$ cat src/rtl/pws_pkg.sv
package pws_pkg;

    // Timer phase of the programming period
    typedef enum logic {
        PH_IDLE = 1'b0,
        PH_PROG = 1'b1
    } prog_phase_e;

    // Event decode after blocking and priority
    typedef struct packed {
        logic load;
        logic write;
        logic step;
        logic start;
    } evt_t;

endpackage

$ cat src/rtl/pws_page_buffer.sv
module pws_page_buffer #(
    parameter int unsigned DATA_W = 8,
    parameter int unsigned PAGE_W = 4
) (
    input  logic                                 clk,
    input  logic                                 rst_n,
    input  logic                                 wr_en,
    input  logic [PAGE_W-1:0]                    wr_idx,
    input  logic [DATA_W-1:0]                    wr_data,
    input  logic                                 clr,
    output logic [(1<<PAGE_W)-1:0]               vld,
    output logic [(1<<PAGE_W)-1:0][DATA_W-1:0]   dat,
    output logic                                 any_vld
);
    localparam int unsigned SLOTS = 1 << PAGE_W;

    typedef struct packed {
        logic [SLOTS-1:0]             vld;
        logic [SLOTS-1:0][DATA_W-1:0] dat;
    } buf_t;

    buf_t buf_d, buf_q;

    always_comb begin
        buf_d = buf_q;
        if (clr) begin
            buf_d.vld = '0;
        end
        if (wr_en) begin
            buf_d.vld[wr_idx] = 1'b1;
            buf_d.dat[wr_idx] = wr_data;
        end
    end

    always_ff @(posedge clk) begin
        if (!rst_n) begin
            buf_q <= '0;
        end else begin
            buf_q <= buf_d;
        end
    end

    assign vld     = buf_q.vld;
    assign dat     = buf_q.dat;
    assign any_vld = |buf_q.vld;

    // flags are empty after a commit
    p_flags_clear_r5: assert property (@(posedge clk) disable iff (!rst_n)
        clr && !wr_en |=> vld == '0);

    // a stored byte lands in the addressed slot
    p_slot_written_r3: assert property (@(posedge clk) disable iff (!rst_n)
        wr_en |=> vld[$past(wr_idx)] && dat[$past(wr_idx)] == $past(wr_data));

endmodule

$ cat src/rtl/pws_prog_timer.sv
module pws_prog_timer #(
    parameter int unsigned PROG_CYCLES = 500000
) (
    input  logic clk,
    input  logic rst_n,
    input  logic start,
    output logic busy,
    output logic fire
);
    import pws_pkg::*;

    localparam int unsigned CNT_W = $clog2(PROG_CYCLES + 1);

    typedef struct packed {
        prog_phase_e      ph;
        logic [CNT_W-1:0] cnt;
    } tmr_t;

    tmr_t tmr_d, tmr_q;
    logic last_cycle;

    assign last_cycle = (tmr_q.ph == PH_PROG) && (tmr_q.cnt == '0);

    always_comb begin
        tmr_d = tmr_q;
        if (tmr_q.ph == PH_IDLE) begin
            if (start) begin
                tmr_d.ph  = PH_PROG;
                tmr_d.cnt = CNT_W'(PROG_CYCLES - 1);
            end
        end else if (last_cycle) begin
            tmr_d.ph = PH_IDLE;
        end else begin
            tmr_d.cnt = tmr_q.cnt - CNT_W'(1);
        end
    end

    always_ff @(posedge clk) begin
        if (!rst_n) begin
            tmr_q <= '{ph: PH_IDLE, cnt: '0};
        end else begin
            tmr_q <= tmr_d;
        end
    end

    assign busy = (tmr_q.ph == PH_PROG);
    assign fire = last_cycle;

    // start raises busy on the next clock
    p_start_busy_r4: assert property (@(posedge clk) disable iff (!rst_n)
        start |=> busy);

    // busy holds until the count is spent
    p_busy_hold_r4: assert property (@(posedge clk) disable iff (!rst_n)
        busy && !fire |=> busy);

    // no restart while a period runs
    p_no_restart_r8: assert property (@(posedge clk) disable iff (!rst_n)
        start |-> !busy);

endmodule

$ cat src/rtl/pws_array.sv
module pws_array #(
    parameter int unsigned ADDR_W = 8,
    parameter int unsigned DATA_W = 8,
    parameter int unsigned PAGE_W = 4
) (
    input  logic                                 clk,
    input  logic                                 rst_n,
    input  logic                                 commit,
    input  logic [ADDR_W-PAGE_W-1:0]             tag,
    input  logic [(1<<PAGE_W)-1:0]               vld,
    input  logic [(1<<PAGE_W)-1:0][DATA_W-1:0]   dat,
    input  logic [ADDR_W-1:0]                    rd_addr,
    output logic [DATA_W-1:0]                    rd_data
);
    localparam int unsigned DEPTH = 1 << ADDR_W;
    localparam int unsigned SLOTS = 1 << PAGE_W;
    localparam int unsigned TAG_W = ADDR_W - PAGE_W;

    logic [DEPTH-1:0][DATA_W-1:0] mem_d, mem_q;

    for (genvar w = 0; w < DEPTH; w++) begin : g_word
        localparam int unsigned SLOT = w % SLOTS;
        localparam int unsigned PAGE = w / SLOTS;
        assign mem_d[w] = (commit && tag == TAG_W'(PAGE) && vld[SLOT])
                          ? dat[SLOT] : mem_q[w];
    end

    always_ff @(posedge clk) begin
        if (!rst_n) begin
            mem_q <= '0;
        end else begin
            mem_q <= mem_d;
        end
    end

    assign rd_data = mem_q[rd_addr];

    // the array is quiet outside a commit
    p_array_quiet_r4: assert property (@(posedge clk) disable iff (!rst_n)
        !commit |=> $stable(mem_q));

endmodule

$ cat src/rtl/page_write_sequencer.sv
module page_write_sequencer #(
    parameter int unsigned ADDR_W      = 8,
    parameter int unsigned DATA_W      = 8,
    parameter int unsigned PAGE_W      = 4,
    parameter int unsigned PROG_CYCLES = 500000
) (
    input  logic              clk,
    input  logic              rst_n,
    input  logic              addr_load,
    input  logic [ADDR_W-1:0] addr_in,
    input  logic              wr_byte,
    input  logic [DATA_W-1:0] wr_data,
    input  logic              rd_adv,
    input  logic              stop,
    output logic [DATA_W-1:0] rd_data,
    output logic              busy
);
    import pws_pkg::*;

    localparam int unsigned SLOTS = 1 << PAGE_W;
    localparam int unsigned TAG_W = ADDR_W - PAGE_W;

    typedef struct packed {
        logic [ADDR_W-1:0] ptr;
        logic [TAG_W-1:0]  tag;
    } seq_t;

    seq_t seq_d, seq_q;
    evt_t ev;

    logic                         any_vld;
    logic                         fire;
    logic [SLOTS-1:0]             pg_vld;
    logic [SLOTS-1:0][DATA_W-1:0] pg_dat;

    // Event decode: all blocked while busy; load > write > step
    always_comb begin
        ev       = '0;
        ev.load  = addr_load && !busy;
        ev.write = wr_byte && !busy && !addr_load;
        ev.step  = rd_adv && !busy && !addr_load && !wr_byte;
        ev.start = stop && !busy && any_vld;
    end

    always_comb begin
        seq_d = seq_q;
        if (ev.load) begin
            seq_d.ptr = addr_in;
        end else if (ev.write) begin
            seq_d.ptr[PAGE_W-1:0] = seq_q.ptr[PAGE_W-1:0] + PAGE_W'(1);
            if (!any_vld) begin
                seq_d.tag = seq_q.ptr[ADDR_W-1:PAGE_W];
            end
        end else if (ev.step) begin
            seq_d.ptr = seq_q.ptr + ADDR_W'(1);
        end
    end

    always_ff @(posedge clk) begin
        if (!rst_n) begin
            seq_q <= '0;
        end else begin
            seq_q <= seq_d;
        end
    end

    pws_page_buffer #(
        .DATA_W (DATA_W),
        .PAGE_W (PAGE_W)
    ) u_buf (
        .clk     (clk),
        .rst_n   (rst_n),
        .wr_en   (ev.write),
        .wr_idx  (seq_q.ptr[PAGE_W-1:0]),
        .wr_data (wr_data),
        .clr     (fire),
        .vld     (pg_vld),
        .dat     (pg_dat),
        .any_vld (any_vld)
    );

    pws_prog_timer #(
        .PROG_CYCLES (PROG_CYCLES)
    ) u_tmr (
        .clk   (clk),
        .rst_n (rst_n),
        .start (ev.start),
        .busy  (busy),
        .fire  (fire)
    );

    pws_array #(
        .ADDR_W (ADDR_W),
        .DATA_W (DATA_W),
        .PAGE_W (PAGE_W)
    ) u_arr (
        .clk     (clk),
        .rst_n   (rst_n),
        .commit  (fire),
        .tag     (seq_q.tag),
        .vld     (pg_vld),
        .dat     (pg_dat),
        .rd_addr (seq_q.ptr),
        .rd_data (rd_data)
    );

    // upper pointer bits survive a write step
    p_page_hi_fixed_r3: assert property (@(posedge clk) disable iff (!rst_n)
        wr_byte && !busy && !addr_load
        |=> seq_q.ptr[ADDR_W-1:PAGE_W] == $past(seq_q.ptr[ADDR_W-1:PAGE_W]));

    // read step covers all bits
    p_rd_step_r7: assert property (@(posedge clk) disable iff (!rst_n)
        rd_adv && !busy && !addr_load && !wr_byte
        |=> seq_q.ptr == $past(seq_q.ptr) + ADDR_W'(1));

    // empty STOP leaves busy low
    p_dummy_stop_r6: assert property (@(posedge clk) disable iff (!rst_n)
        stop && !busy && !any_vld |=> !busy);

    // pointer frozen while busy
    p_busy_freeze_r8: assert property (@(posedge clk) disable iff (!rst_n)
        busy |=> $stable(seq_q.ptr));

    // address load takes effect
    p_load_r2: assert property (@(posedge clk) disable iff (!rst_n)
        addr_load && !busy |=> seq_q.ptr == $past(addr_in));

endmodule

$ cat config.mk
export PLATFORM = sky130hd
export DESIGN_NAME = page_write_sequencer
export DESIGN_NICKNAME = d
export VERILOG_FILES = /design/src/rtl/pws_pkg.sv /design/src/rtl/pws_page_buffer.sv /design/src/rtl/pws_prog_timer.sv /design/src/rtl/pws_array.sv /design/src/rtl/page_write_sequencer.sv
export SDC_FILE = /design/constraint.sdc
export NUM_CORES = 2
export LEC_CHECK = 0
export BUFFER_PORTS_ARGS = -buffer_cell sky130_fd_sc_hd__buf_2
export CORE_MARGIN = 2
export CORE_UTILIZATION = 30
export DETAILED_ROUTE_END_ITERATION = 8
export HOLD_SLACK_MARGIN = 0.15
export PLACE_DENSITY_LB_ADDON = 0.1
export SLEW_MARGIN = 0
export SYNTH_ARGS = -nofsm -noshare
export SYNTH_HDL_FRONTEND = slang
export SYNTH_SLANG_ARGS = --single-unit
$ cat constraint.sdc
create_clock -name clk -period 4 [get_ports clk]
set_clock_uncertainty 0.05 [all_clocks]
set_input_delay 1.2 -clock clk [delete_from_list [all_inputs] [get_ports clk]]
set_output_delay 1.2 -clock clk [all_outputs]
set_load 0.05 [all_outputs]
==> flow_metrics.tcl <==
set metrics [dict create \
    drive_above_1_share 0.1807 \
    synth_largest_area_cell "dfxtp_1" \
    multiInputGateArea_mm2 0.05462 \
    synthTopCellsByArea "dfxtp_1 43%, nand2_1 16%, a21boi_1 15%, mux4_2 9.1%, mux2i_1 2.6%" \
    grt_use_met2 0.4910 \
    io_buffers 30 \
    grt_first_pass_wirelength_um 765400 \
    clkPwrFrac 0.437 \
    violations "negative setup slack" \
    rrSetupSlack_ps 560 \
    rsz0062_at_grt "yes" \
    ios 31 \
    grt-busiest-layer "met2" \
    initial_utilization 0.3015 \
    core_mm2 0.3398 \
    yosys_warnings 0 \
    holdPathEnd "u_arr.mem_q[101]$_SDFFE_PN0P_" \
    cts_root_buffer "clkbuf_16" \
    crit_family "compound AO/OA/AOI/OAI gates" \
    synth_nets 11980 \
    areaGrowthSynthToFinish_pct 21.53 \
    maxCapViolCount 0 \
    p_per_area_mw_per_mm2 478.2 \
    cts_buffer_depth 4 \
    arrival_ps 4170 \
    reg2reg_to "u_arr.mem_q[1318]$_SDFFE_PN0P_" \
    cpMaxStageDelayCell "a222oi_1" \
    final_max_slew_viol_count 0 \
    antenna_found_initial 45 \
    drt-initial-drc-count 10910 \
    outcome "finished with violations" \
    ys.flop_type "dfxtp_1" \
    worstPathMaxFanout 6 \
    grt_max_degree 151 \
    p_switching_mw 17.26 \
    final_util 0.3664 \
    clk_latency_ps 940 \
    register_area_mm2 0.04462 \
    cp-end-kind "output pin" \
    design_area_mm2 0.1245 \
    setup_ws_ps -1418 \
    synth.most_common_cell "nand2_1" \
    peakVddDrop_mv 0.3444 \
    hp-start "u_arr.mem_q[101]$_SDFFE_PN0P_" \
    routed_via_density 5.580 \
    yosysTopAreaCellShare 0.4346 \
    grt_pass1_vias 89900 \
    gp_congestion 0.9739 \
    path_cells "buf_12, buf_16, buf_16, mux2_4, a222oi_1, nand4b_1, o211ai_1, a21oi_1, a32o_2, buf_8" \
    clk_pin_slew_ps 60 \
    reg2reg_from "u_tmr.tmr_q[13]$_SDFFE_PN0P_" \
    drt-wirelength-per-cell_um 33.58 \
    critPathKind "reg -> out" \
    clock.fmax_mhz 184.6 \
    track_usage 0.3176 \
    power_leakage_nw 42.03 \
    syn-instance-count 11950 \
    tightest_slew_ps 1442 \
    timing.final.crit_share 1.354 \
    fin_crit_ps 5418 \
    pwr-share-comb 0.183 \
    cts_buffers 274 \
    use_met1 0.4210 \
    crit_top_cell "buf_16" \
    fillCellCount 34310 \
    setup_viol 8 \
    worstSetupStartpointType "flop" \
    drt_wl_total_um 567400 \
    use_met3 0.05505 \
    fin_nets 12150 \
    die_y_um 588.4 \
    ys_types 73 \
    num_vias 94290 \
    syn-cell-area_mm2 0.1025 \
    p_seq_frac 0.380 \
    reg2reg_depth 8 \
    hold_path.class "reg -> reg" \
    critical_path.max_stage_delay_ps 950 \
    first_pass_iters 8 \
    ys_async_sr_fraction 0 \
    post-dp-hpwl_um 391800 \
    grt-ovfl-total 0 \
    path_buf_inv 4 \
    row_count 214 \
    die_x_um 588.4 \
    dp_slack_ps -1395 \
    relSlewSlack 0.03722 \
    cts_tree "yes" \
    hold_violations 0 \
    fp.dieArea_mm2 0.3462 \
    synth_edf_count 0 \
    clock_sinks 2224 \
    cp.required_ps 2750 \
    h-tree-depth 5 \
    drtAntennaViolNets 0 \
    remaining_drc_errors 0 \
    swShare 0.2898 \
    yosysSeqAreaShare 0.4346 \
    min_path_cells 2 \
    p_int_mw 42.28 \
    avgSynthCellArea_um2 8.573 \
    hold_buffers 0 \
    placed_cell_area_mm2 0.1120 \
    ys_ff_latch 2224 \
    netlist_top_cells_count "4460 x nand2_1, 2224 x dfxtp_1, 2046 x a21boi_1" \
]
[metal layers]
metal	up-vias	share of wire
met2	4342	0.44
met3	1080	0.077
li1	40850	-
met4	14	0.063
met1	48000	0.42
met5	-	0.00017
[worst reg2reg max path, stage by stage (launching register included)]
cell and delay, ps:
dfxtp_1 340, or3_1 430, or3_1 490, nor4_4 360, buf_12 390, buf_12 360, nand3_1 610, nand2_1 210
a21boi_1 80
[worst max path at each step]
stage                     slack (ps)    endpoint                  start  depth (start not counted)
final                          -1420  rd_data[5]  seq_q[5]$_SDFFE_PN0P_                         10
after global routing           -1330  rd_data[5]  seq_q[5]$_SDFFE_PN0P_                         10
after CTS                      -1370  rd_data[2]  seq_q[4]$_SDFFE_PN0P_                         11
after detailed placement       -1390  rd_data[1]  seq_q[5]$_SDFFE_PN0P_                         11
after global placement         -1440  rd_data[1]  seq_q[5]$_SDFFE_PN0P_                         11
after floorplan                  -90  rd_data[7]  seq_q[4]$_SDFFE_PN0P_                         10
[logic make-up (layout without fill, tap and decap cells)]
family | count (synthesis) | after routing | synth area share
other cells | 0 | 30 | 0
fa+ha+maj | 6 | 6 | 0.0007327
simple gates | 5275 | 5275 | 0.2078
xor+xnor | 16 | 16 | 0.001368
compound gates | 2549 | 2549 | 0.1850
mux | 732 | 732 | 0.1229
flops | 2224 | 2224 | 0.4346
buf+inv | 1149 | 1530 | 0.04774
[final cells by class]
| cell class | instances | share of cell area |
|---|---|---|
| Sequential cell | 2224 | 0.3584 |
| Clock inverter | 66 | 0.005868 |
| Inverter | 14 | 0.0005828 |
| Timing Repair Buffer | 1028 | 0.08210 |
| Tap cell | 4536 | 0.04558 |
| Antenna cell | 30 | 0.0006029 |
| Multi-Input combinational cell | 8578 | 0.4387 |
| Clock buffer | 422 | 0.06820 |
[per-stage QoR]
step / total power, mW / TNS (ps) / hold slack, ps / instances
3_3_place_gp: 32.41 / -8546 / 382.8 / 16260
6_report: 59.54 / -10280 / 396.5 / 16900
4_1_cts: 59.51 / -10230 / 397.7 / 16850
3_5_place_dp: 32.44 / -8317 / 389.6 / 16260
2_1_floorplan: 27.37 / -85.55 / 376.2 / 11950
5_1_grt: 60.87 / -9990 / 409.1 / 16870
[power by group through the flow]
| stage | Combinational, mW | Sequential, mW | Clock, mW |
|---|---|---|---|
| CTS | 10.6 | 22.6 | 26.3 |
| global route | 11.1 | 22.6 | 27.2 |
| global placement | 9.28 | 23.1 | 0 |
| detailed placement | 9.30 | 23.1 | 0 |
| floorplan | 4.50 | 22.9 | 0 |
| finish | 10.9 | 22.6 | 26.0 |
[registers in the layout, indices dropped and copies added (netlist names), named ones only]
name,flops
seq_q,12
u_arr.mem_q,2048
u_buf.vld,16
u_tmr.busy,1
u_tmr.tmr_q,19
[timing repair]
item / 4_1_cts / 5_1_grt
resized for setup: 316 / 79
setup buffers: 96 / 19
endpoints found under the setup margin: 8 / 8
pin swaps: 48 / 41
cloned: 16 / 0
[cells in the final DEF (no fill, tap or decap), types with 57 or more instances in the layout]
cell	instances
clkbuf_8	76
dfxtp_1	2152
mux2i_1	214
nor2b_1	58
mux4_2	415
a21boi_0	111
nand2_1	4450
nor2_1	61
clkbuf_16	289
a21boi_1	2046
and3_1	265
nand3_1	284
clkbuf_1	57
dfxtp_2	68
buf_4	788
buf_12	143
(Power assumes the default switching activity.)
